--- config.mk ---
export PLATFORM = sky130hd
export DESIGN_NAME = a429_tx
export DESIGN_NICKNAME = d
export VERILOG_FILES = /design/src/rtl/a429_tx_pkg.sv /design/src/rtl/a429_half_loader.sv /design/src/rtl/a429_word_fifo.sv /design/src/rtl/a429_bit_engine.sv /design/src/rtl/a429_tx.sv
export SDC_FILE = /design/constraint.sdc
export NUM_CORES = 1
export LEC_CHECK = 0
export BUFFER_PORTS_ARGS = -buffer_cell sky130_fd_sc_hd__clkbuf_2
export CORE_UTILIZATION = 60
export DETAILED_ROUTE_END_ITERATION = 10
export HOLD_SLACK_MARGIN = 0.1
export PLACE_DENSITY = 0.86
export SLEW_MARGIN = 20
export SYNTH_ARGS = -nofsm -noshare
export SYNTH_HDL_FRONTEND = slang
export SYNTH_SLANG_ARGS = --single-unit
export TNS_END_PERCENT = 10
--- constraint.sdc ---
create_clock -name clk -period 9.85 [get_ports clk]
set_input_delay 1.4775 -clock clk [delete_from_list [all_inputs] [get_ports clk]]
set_output_delay 1.4775 -clock clk [all_outputs]
set_load 0.005 [all_outputs]
--- src/rtl/a429_tx_pkg.sv ---
package a429_tx_pkg;

   typedef enum logic [1:0] {
      PH_IDLE  = 2'd0,
      PH_MARK  = 2'd1,
      PH_SPACE = 2'd2,
      PH_GAP   = 2'd3
   } tx_phase_t;

   function automatic int imax(input int a, input int b);
      return (a > b) ? a : b;
   endfunction

endpackage

--- src/rtl/a429_half_loader.sv ---
module a429_half_loader #(
   parameter int WORD_W = 32,
   localparam int HALF_W = WORD_W / 2
) (
   input  logic              clk,
   input  logic              rst_n,
   input  logic              wr_en,
   input  logic [HALF_W-1:0] wr_data,
   output logic              commit,
   output logic [WORD_W-1:0] commit_word
);

   logic              have_low;
   logic [HALF_W-1:0] low_q;

   assign commit      = wr_en && have_low;
   assign commit_word = {wr_data, low_q};

   always_ff @(posedge clk or negedge rst_n) begin
      if (!rst_n) begin
         have_low <= 1'b0;
         low_q    <= '0;
      end else if (wr_en) begin
         if (!have_low) begin
            low_q    <= wr_data;
            have_low <= 1'b1;
         end else begin
            have_low <= 1'b0;
         end
      end
   end

   // a commit always returns the loader to waiting for a lower half
   p_commit_rearms_r8: assert property (@(posedge clk) disable iff (!rst_n)
      commit |=> !have_low);

endmodule

--- src/rtl/a429_word_fifo.sv ---
module a429_word_fifo #(
   parameter int WIDTH = 32,
   parameter int DEPTH = 32,
   localparam int AW = $clog2(DEPTH)
) (
   input  logic             clk,
   input  logic             rst_n,
   input  logic             push,
   input  logic [WIDTH-1:0] push_data,
   input  logic             pop,
   output logic [WIDTH-1:0] head,
   output logic             empty,
   output logic             full
);

   logic [WIDTH-1:0] mem [DEPTH];
   logic [AW:0]      wr_ptr, rd_ptr;
   logic             push_ok;

   assign empty   = (wr_ptr == rd_ptr);
   assign full    = (wr_ptr[AW] != rd_ptr[AW]) && (wr_ptr[AW-1:0] == rd_ptr[AW-1:0]);
   assign push_ok = push && !full;
   assign head    = mem[rd_ptr[AW-1:0]];

   always_ff @(posedge clk) begin
      if (push_ok) mem[wr_ptr[AW-1:0]] <= push_data;
   end

   always_ff @(posedge clk or negedge rst_n) begin
      if (!rst_n) begin
         wr_ptr <= '0;
         rd_ptr <= '0;
      end else begin
         if (push_ok) wr_ptr <= wr_ptr + 1'b1;
         if (pop)     rd_ptr <= rd_ptr + 1'b1;
      end
   end

   // a push against a full queue leaves it full and untouched
   p_no_overflow_r7: assert property (@(posedge clk) disable iff (!rst_n)
      (full && push && !pop) |=> (full && $stable(wr_ptr)));

   // the serializer never takes a word from an empty queue
   p_no_underflow_r7: assert property (@(posedge clk) disable iff (!rst_n)
      pop |-> !empty);

endmodule

--- src/rtl/a429_bit_engine.sv ---
module a429_bit_engine
   import a429_tx_pkg::*;
#(
   parameter int WORD_W  = 32,
   parameter int HS_HALF = 5,
   parameter int LS_HALF = 40,
   parameter int HS_GAP  = 40,
   parameter int LS_GAP  = 320,
   localparam int MAXC = imax(imax(HS_HALF, LS_HALF), imax(HS_GAP, LS_GAP)),
   localparam int CW   = $clog2(MAXC + 1),
   localparam int BW   = $clog2(WORD_W)
) (
   input  logic              clk,
   input  logic              rst_n,
   input  logic              tx_en,
   input  logic              rate_low,
   input  logic              par_en,
   input  logic              par_even,
   input  logic              q_empty,
   input  logic [WORD_W-1:0] q_head,
   output logic              q_pop,
   output logic              drive_a,
   output logic              drive_b,
   output logic              idle
);

   tx_phase_t         ph;
   logic [CW-1:0]     cnt;
   logic [BW-1:0]     bidx;
   logic [WORD_W-1:0] shreg;
   logic              slow;
   logic [CW-1:0]     half_lim, gap_lim;
   logic              gap_done;

   function automatic logic [WORD_W-1:0] with_parity(
      input logic [WORD_W-1:0] w, input logic en, input logic even);
      logic [WORD_W-1:0] r;
      r = w;
      if (en) r[WORD_W-1] = (^w[WORD_W-2:0]) ^ ~even;
      return r;
   endfunction

   assign half_lim = slow ? CW'(LS_HALF - 1) : CW'(HS_HALF - 1);
   assign gap_lim  = slow ? CW'(LS_GAP - 1)  : CW'(HS_GAP - 1);
   assign gap_done = (ph == PH_GAP) && (cnt == gap_lim);
   assign q_pop    = tx_en && !q_empty && ((ph == PH_IDLE) || gap_done);
   assign drive_a  = (ph == PH_MARK) &&  shreg[0];
   assign drive_b  = (ph == PH_MARK) && !shreg[0];
   assign idle     = (ph == PH_IDLE);

   always_ff @(posedge clk or negedge rst_n) begin
      if (!rst_n) begin
         ph    <= PH_IDLE;
         cnt   <= '0;
         bidx  <= '0;
         shreg <= '0;
         slow  <= 1'b0;
      end else if (q_pop) begin
         shreg <= with_parity(q_head, par_en, par_even);
         slow  <= rate_low;
         ph    <= PH_MARK;
         cnt   <= '0;
         bidx  <= '0;
      end else begin
         unique case (ph)
            PH_MARK: begin
               if (cnt == half_lim) begin
                  ph  <= PH_SPACE;
                  cnt <= '0;
               end else cnt <= cnt + 1'b1;
            end
            PH_SPACE: begin
               if (cnt == half_lim) begin
                  cnt <= '0;
                  if (bidx == BW'(WORD_W - 1)) ph <= PH_GAP;
                  else begin
                     bidx  <= bidx + 1'b1;
                     shreg <= shreg >> 1;
                     ph    <= PH_MARK;
                  end
               end else cnt <= cnt + 1'b1;
            end
            PH_GAP: begin
               if (gap_done) ph <= PH_IDLE;
               else cnt <= cnt + 1'b1;
            end
            default: ;
         endcase
      end
   end

   // the two lines are never driven high together
   p_no_both_high_r1: assert property (@(posedge clk) disable iff (!rst_n)
      !(drive_a && drive_b));

   // a driven half ends only after the full half length
   p_mark_len_r2: assert property (@(posedge clk) disable iff (!rst_n)
      ((ph == PH_SPACE) && $past(ph == PH_MARK)) |-> ($past(cnt) == $past(half_lim)));

   // the gap ends only after the full gap length
   p_gap_len_r4: assert property (@(posedge clk) disable iff (!rst_n)
      ($past(ph == PH_GAP) && (ph != PH_GAP)) |-> ($past(cnt) == $past(gap_lim)));

   // an enabled idle engine with queued data starts bit 1 on the next edge
   p_prompt_start_r9: assert property (@(posedge clk) disable iff (!rst_n)
      ((ph == PH_IDLE) && tx_en && !q_empty) |=> ((ph == PH_MARK) && (bidx == '0)));

endmodule

--- src/rtl/a429_tx.sv ---
module a429_tx #(
   parameter int WORD_W  = 32,
   parameter int DEPTH   = 32,
   parameter int HS_HALF = 5,
   parameter int LS_HALF = 40,
   parameter int HS_GAP  = 40,
   parameter int LS_GAP  = 320,
   localparam int HALF_W = WORD_W / 2
) (
   input  logic              clk,
   input  logic              rst_n,
   input  logic              wr_en,
   input  logic [HALF_W-1:0] wr_data,
   input  logic              tx_en,
   input  logic              rate_low,
   input  logic              par_en,
   input  logic              par_even,
   input  logic              test_null,
   output logic              line_a,
   output logic              line_b,
   output logic              tx_ready
);

   if ((WORD_W % 2) != 0 || WORD_W < 4) begin : g_bad_width
      $error("a429_tx: WORD_W must be even and at least 4");
   end
   if (DEPTH < 2 || (DEPTH & (DEPTH - 1)) != 0) begin : g_bad_depth
      $error("a429_tx: DEPTH must be a power of two, at least 2");
   end
   if (HS_HALF < 1 || LS_HALF < 1 || HS_GAP < 1 || LS_GAP < 1) begin : g_bad_timing
      $error("a429_tx: all timing counts must be at least 1");
   end

   logic              commit;
   logic [WORD_W-1:0] commit_word;
   logic              q_pop, q_empty, q_full;
   logic [WORD_W-1:0] q_head;
   logic              drive_a, drive_b, eng_idle;

   a429_half_loader #(.WORD_W(WORD_W)) u_loader (
      .clk(clk), .rst_n(rst_n), .wr_en(wr_en), .wr_data(wr_data),
      .commit(commit), .commit_word(commit_word));

   a429_word_fifo #(.WIDTH(WORD_W), .DEPTH(DEPTH)) u_fifo (
      .clk(clk), .rst_n(rst_n), .push(commit), .push_data(commit_word),
      .pop(q_pop), .head(q_head), .empty(q_empty), .full(q_full));

   a429_bit_engine #(
      .WORD_W(WORD_W), .HS_HALF(HS_HALF), .LS_HALF(LS_HALF),
      .HS_GAP(HS_GAP), .LS_GAP(LS_GAP)) u_engine (
      .clk(clk), .rst_n(rst_n), .tx_en(tx_en), .rate_low(rate_low),
      .par_en(par_en), .par_even(par_even), .q_empty(q_empty),
      .q_head(q_head), .q_pop(q_pop), .drive_a(drive_a),
      .drive_b(drive_b), .idle(eng_idle));

   assign line_a   = drive_a && !test_null;
   assign line_b   = drive_b && !test_null;
   assign tx_ready = q_empty && eng_idle;

   // a ready transmitter keeps both lines quiet
   p_ready_quiet_r10: assert property (@(posedge clk) disable iff (!rst_n)
      tx_ready |-> (!line_a && !line_b));

   // a full queue is never reported as ready
   p_full_not_ready_r7: assert property (@(posedge clk) disable iff (!rst_n)
      q_full |-> !tx_ready);

endmodule

Yosys cells after proc, flatten, opt, wreduce, memory -nomap -nowiden:

Memory sizes are Yosys's and may differ from the RTL's.
Cells that the tools add are included.

* mux-type cells: 24
* bitwise gates (word level): 3
* $add $sub $neg: 4
* reduce and logical (&&, ||, !) cells: 27
* equality and inequality tests: 14

Operator list (number)
* $mux 32: 4
* $mux 9: 4
* $reduce_xor 31->1: 1
* $mux 5: 4
* $eq 9x9->1: 2
* $pmux 9 s2: 1
* $add 6x1->6 const B: 2
* $logic_and 1x1->1: 11
* $mux 2: 5
* $add 9x1->9 const B: 1
* $eq 6x6->1: 1
* $mux 6: 1
* $ne 3x2->1 const B: 2
* $ne 3x3->1 const B: 2
* $pmux 2 s3: 1
* $add 5x1->5 const B: 1
* $eq 5x5->1: 1
* $eq 5x5->1 const B: 1
* $eq 2x2->1 const B: 2
* $logic_not 1->1: 4
* $mux 1: 4
* $reduce_and 2->1: 2
* $reduce_and 4->1: 1
* $reduce_bool 2->1: 2
* 11 further kinds: 12

* word-level logic and storage cells: 82
* output and inout port bits: 3
* bits in writable memories: 1024
* memories: 1
* register bits: 78
* bits of input ports: 24

Memories
* u_fifo.mem: depth 32, bits a word 32, read ports 1, clocked after Yosys merged registers in 0, write ports 1, line a429_word_fifo.sv:16 `logic [WIDTH-1:0] mem [DEPTH];`

Logic depth before layout (Yosys ltp):

* depth after elaboration: 7
* gate-level depth with buffers: 16
* gate-level depth less buffers: 11

Cells and area by module:

From an unflattened synthesis, not the netlist that was laid out.

* cell total of the unflattened synthesis: 2198
* area total of the unflattened synthesis: 43394.1 µm²

Modules (own cells, without submodules)
* a429_word_fifo: seq. area each 31049.8 µm², cells an instance 1858, area each 39820.7 µm², instances 1
* a429_bit_engine: seq. area each 1226.2 µm², cells an instance 283, area each 2730.1 µm², instances 1
* a429_half_loader: seq. area each 425.4 µm², cells an instance 54, area each 824.5 µm², instances 1
* a429_tx: seq. area each 0.0 µm², cells an instance 3, area each 18.8 µm², instances 1

Least setup slack after synthesis:

No wires, ideal clock.

* path type: register to register
* start: reg u_fifo.rd_ptr[0]
* end: mem u_fifo.mem[31][0] (enable)
* buffers on the path: 6
* cell stages (with the launch flop): 12
* setup slack: 5.600 ns
* period minus slack after synthesis: 4.250 ns
* data required time: 9.429 ns
* data arrival time: 3.829 ns
* library setup time: 0.421 ns
* path through: dfrtp_1 > buf_6 > buf_6 > buf_2 > buf_4 > buf_2 > xor2_1 > nor3_1 > a21oi_1 > nand2_1 > clkbuf_1 > nor2_1

* word-level cells in the longest chain between the ends: 6

Ends and longest elaborated chain
* start, declared: line a429_word_fifo.sv:17 `logic [AW:0] wr_ptr, rd_ptr;`
* start signal, assigned: line a429_word_fifo.sv:35 `if (pop) rd_ptr <= rd_ptr + 1'b1;`
* $eq 5x5->1: line a429_word_fifo.sv:21 `assign full = (wr_ptr[AW] != rd_ptr[AW]) && (wr_ptr[AW-1:0] == rd_ptr[AW-1:0]);`
* $logic_and 1x1->1: line a429_word_fifo.sv:21
* $logic_not 1->1: line a429_word_fifo.sv:22 `assign push_ok = push && !full;`
* $logic_and 1x1->1: line a429_word_fifo.sv:22
* $mux 1: line a429_word_fifo.sv:26 `if (push_ok) mem[wr_ptr[AW-1:0]] <= push_data;`
* $mux 1 (implied by the code): line a429_word_fifo.sv:26
* end, declared: line a429_word_fifo.sv:16

Every way passes these cells.

Worst setup path after layout:

* start: reg u_fifo.rd_ptr[1]
* end: reg u_engine.shreg[31]

* word-level cells in the longest chain between the ends: 6
* elaborated cells on any way between the ends: 13

Ends and longest elaborated chain
* parallel branches: the longest is 6 deep, another holds $mem_v2 32x32
* end signal, assigned: line a429_bit_engine.sv:59 `shreg <= with_parity(q_head, par_en, par_even);`
* end signal, assigned: line a429_bit_engine.sv:78 `shreg <= shreg >> 1;`
* end, declared: line a429_bit_engine.sv:30 `logic [WORD_W-1:0] shreg;`

Several ways; the timed one is not identified.
A chain may end at the register's enable or synchronous reset.

==> results.py <==
metrics = {
    "sta": {
        "worst_clock_skew_ns": 0.03228,
        "finalSetupViolations": 0,
        "final_setup_tns_ns": 0,
        "hold_viol_final": 0,
        "worst_pin_slew_ns": 1.141,
        "max_clock_freq_mhz": 204.1,
        "slew-limit-headroom_pct": 23.94,
        "rsz0062_at_grt": "no",
        "finalCriticalPeriod_ns": 4.901,
        "fin_crit_sh_pct": 49.75,
        "finalMaxSlewViolations": 0,
    },
    "min_path": {
        "min-delay-start": "u_fifo.wr_ptr[5]",
        "hold_path.class": "reg2reg",
    },
    "final_layout": {
        "nFillCells": 4051,
        "final_core_utilization_pct": 67.82,
        "design.final.nets": 2199,
        "drive_gt1_share_pct": 23.15,
        "areaGrowthSynthToFinish_pct": 11.32,
    },
    "yosys": {
        "asyncSetResetFlopFracSynth_pct": 7.078,
        "netlist_top_cells_area": "sky130_fd_sc_hd__edfxtp_1 (72%), sky130_fd_sc_hd__mux4_2 (10%), sky130_fd_sc_hd__dfrtp_1 (4.6%), sky130_fd_sc_hd__mux2i_1 (3.0%), sky130_fd_sc_hd__mux2_2 (1.3%)",
        "number_of_flops_mapped_to_enable_cells_by_yosys": 1024,
        "syn_nets": 2133,
        "synthDistinctLibCells": 50,
        "syn_avg_cell_area_sq_um": 20.45,
        "synthDominantAreaCellType": "sky130_fd_sc_hd__edfxtp_1",
        "synth_top_cells_by_count": "sky130_fd_sc_hd__edfxtp_1 (1024), sky130_fd_sc_hd__mux4_2 (196), sky130_fd_sc_hd__mux2i_1 (128)",
        "syn_area_sq_mm": 0.04289,
        "synth_most_common_cell": "sky130_fd_sc_hd__edfxtp_1",
        "yosysWarningCount": 0,
        "netlist_instances": 2097,
        "synth-seq-area-share_pct": 76.25,
        "ys_dominant_reg_cell": "sky130_fd_sc_hd__edfxtp_1",
        "synth_top_area_share_pct": 71.70,
        "ys_ff_latch": 1102,
    },
    "drt": {
        "route.detailed.drc": 0,
        "drt-wirelength-per-cell_um": 34.16,
        "dr.first_iter.drc_count": 3413,
        "ant_nets": 0,
        "via_per_inst": 7.135,
        "firstDrtPassIters": 5,
        "vias": 22750,
        "detail_route.wirelength_mm": 108.9,
    },
    "critical_path": {
        "worst_path_class_setup": "reg2reg",
        "cp_data_arrival_time_ns": 5.49,
        "crit_slowest_cell": "sky130_fd_sc_hd__dfrtp_4",
        "cell_chain_of_the_critical_path": "buf_4 > buf_4 > mux4_2 > a22o_1 > a211oi_1 > a21o_1 > xor2_1 > xnor2_1 > xnor2_1 > xnor2_1 > xnor2_1 > a21oi_1 > a21oi_1",
        "startpoint_type": "flop",
        "worst_setup_path_end_kind": "flop",
        "worst_flop_to_flop_path_startpoint": "u_fifo.rd_ptr[1]",
        "crit_top_cell": "sky130_fd_sc_hd__xnor2_1",
        "timing.critical_path.buf_inv": 2,
        "critPathTopFamily": "buffers and inverters",
        "max_stage_delay_ns": 1.04,
        "worstPathRequired_ns": 10.44,
        "critical_path.startpoint": "u_fifo.rd_ptr[1]",
        "worstPathMaxFanout": 51,
    },
    "clock_tree": {
        "cts_setup_buffers": 0,
        "clock_insertion_delay_worst_skew_ns": 0.68,
        "clock_tree.htree_level_count": 3,
        "hold_bufs_at_cts": 0,
        "tritoncts_clock_tree": "yes",
        "cts-root-to-sink-buffers": 3,
        "ctsResizeCount": 0,
        "tritoncts_num_sinks": 1102,
        "clk_transition_reported_paths_ns": 0.06,
        "clockRootBuffer": "sky130_fd_sc_hd__clkbuf_16",
        "numCtsBuffers": 103,
    },
    "floorplan": {
        "floorplan.initialDensity_pct": 60.92,
        "dieWidth_um": 269.4,
        "die_h_um": 269.4,
        "die_area_sq_mm": 0.07255,
        "boundaryPins": 27,
        "row_count": 97,
        "design.core.area_sq_mm": 0.07039,
    },
    "grt": {
        "via_count_of_the_first_global_routing_pass": 23140,
        "antenna_found_initial": 1,
        "grt_max_degree": 133,
        "globalRouteOverflowTotal": 0,
        "wire_length_of_the_first_global_routing_pass_mm": 158.0,
        "total_routing_usage_reported_by_global_routing_pct": 30.32,
    },
    "place": {
        "globalplace.congestion": 0.8505,
        "port_buffers": 26,
        "post-dp-hpwl_mm": 59.59,
    },
    "run": {
        "cap_violations": 0,
    },
    "power": {
        "power.density_mw_per_mm2": 282.3,
        "ir_worst_vdd_mv": 0.2181,
        "p_leak_nw": 15.34,
    },
    "run_status": {
        "outcome": "complete, no violations",
    },
}
cell families after synthesis:
group           synth area share, %
fa+ha+maj                    0.3501
simple gates                  1.742
flops                         76.25
compound gates                4.335
xor+xnor                      1.112
buf+inv                       1.643
mux                           14.57
where the power goes:
group | switching [mW] | internal (mW)
combinational | 1.81 | 1.55
clock | 1.69 | 2.09
sequential | 0.579 | 5.75
total | 4.09 | 9.39
cell type report:
type / count / area (sq um) / area share [%]
Antenna cell: 2 / 5.005 / 0.01048
Clock buffer: 131 / 2764 / 5.790
Clock inverter: 57 / 419.2 / 0.8780
Inverter: 6 / 22.52 / 0.04718
Multi-Input combinational cell: 871 / 9758 / 20.44
Sequential cell: 1102 / 32720 / 68.53
Tap cell: 940 / 1176 / 2.464
Timing Repair Buffer: 79 / 877.1 / 1.837
sequential cells by signal, summed over array words and instances (netlist names):
register,flops
u_fifo.mem,1024
u_engine.shreg,32
u_loader.low_q,16
u_engine.cnt,9
u_fifo.rd_ptr,6
u_fifo.wr_ptr,6
u_engine.bidx,5
u_engine.ph,2
u_engine.slow,1
u_loader.have_low,1
routing by layer:
metal,GRT usage (%),vias to the layer above,share of wire [%]
met5,0,-,0
met4,13.59,0,4.3
met3,8.496,287,14
met2,47.84,2002,48
met1,39.79,11680,34
li1,-,8781,-
cell usage in the layout, fill, tap and decap left out, types with 3 or more instances in the layout:
master	n
sky130_fd_sc_hd__a211oi_1	37
sky130_fd_sc_hd__a21o_1	3
sky130_fd_sc_hd__a21oi_1	62
sky130_fd_sc_hd__a22o_1	25
sky130_fd_sc_hd__a22oi_1	56
sky130_fd_sc_hd__and3_1	6
sky130_fd_sc_hd__buf_12	21
sky130_fd_sc_hd__buf_16	4
sky130_fd_sc_hd__buf_4	28
sky130_fd_sc_hd__bufinv_16	4
sky130_fd_sc_hd__clkbuf_1	21
sky130_fd_sc_hd__clkbuf_16	104
sky130_fd_sc_hd__clkbuf_2	25
sky130_fd_sc_hd__clkbuf_8	6
sky130_fd_sc_hd__clkinv_1	27
sky130_fd_sc_hd__clkinv_2	17
sky130_fd_sc_hd__dfrtp_1	69
sky130_fd_sc_hd__dfrtp_2	7
sky130_fd_sc_hd__edfxtp_1	1024
sky130_fd_sc_hd__ha_1	12
sky130_fd_sc_hd__inv_1	6
sky130_fd_sc_hd__inv_6	4
sky130_fd_sc_hd__mux2_2	49
sky130_fd_sc_hd__mux2i_1	128
sky130_fd_sc_hd__mux4_2	196
sky130_fd_sc_hd__nand2_1	36
sky130_fd_sc_hd__nand2b_1	4
sky130_fd_sc_hd__nand3_1	12
sky130_fd_sc_hd__nand4_1	3
sky130_fd_sc_hd__nor2_1	46
sky130_fd_sc_hd__nor2_4	34
sky130_fd_sc_hd__nor2b_1	4
sky130_fd_sc_hd__o21ai_0	18
sky130_fd_sc_hd__o221ai_1	30
sky130_fd_sc_hd__o22ai_1	31
sky130_fd_sc_hd__or3b_2	4
sky130_fd_sc_hd__xnor2_1	37
sky130_fd_sc_hd__xor2_1	13
final timing paths:
| path | cells past startpoint | slack [ns] | endpoint |
|---|---|---|---|
| max | 13 | 4.95 | u_engine.shreg[31] |
| max in group asynchronous | 2 | 8.17 | u_fifo.rd_ptr[0] |
| min in group asynchronous | 1 | 0.65 | u_fifo.rd_ptr[4] |
| max reg2reg | 13 | 4.95 | u_engine.shreg[31] |
| min | 1 | 0.53 | u_fifo.wr_ptr[5] |
| min reg2reg | 1 | 0.53 | u_fifo.wr_ptr[5] |
through the flow:
stage	hold WS, ns	instances	setup slack (ns)	instance area, sq um	total power [mW]
floorplan	0.4633	2097	5.600	42890	8.640
global placement	0.4963	2975	5.099	44050	9.504
detailed placement	0.5206	2998	5.102	44540	9.647
CTS	0.5327	3186	5.031	47720	13.45
global route	0.5499	3186	4.724	47730	13.85
finish	0.5311	3188	4.949	47740	13.48
Power figures use the tool's default switching activity.
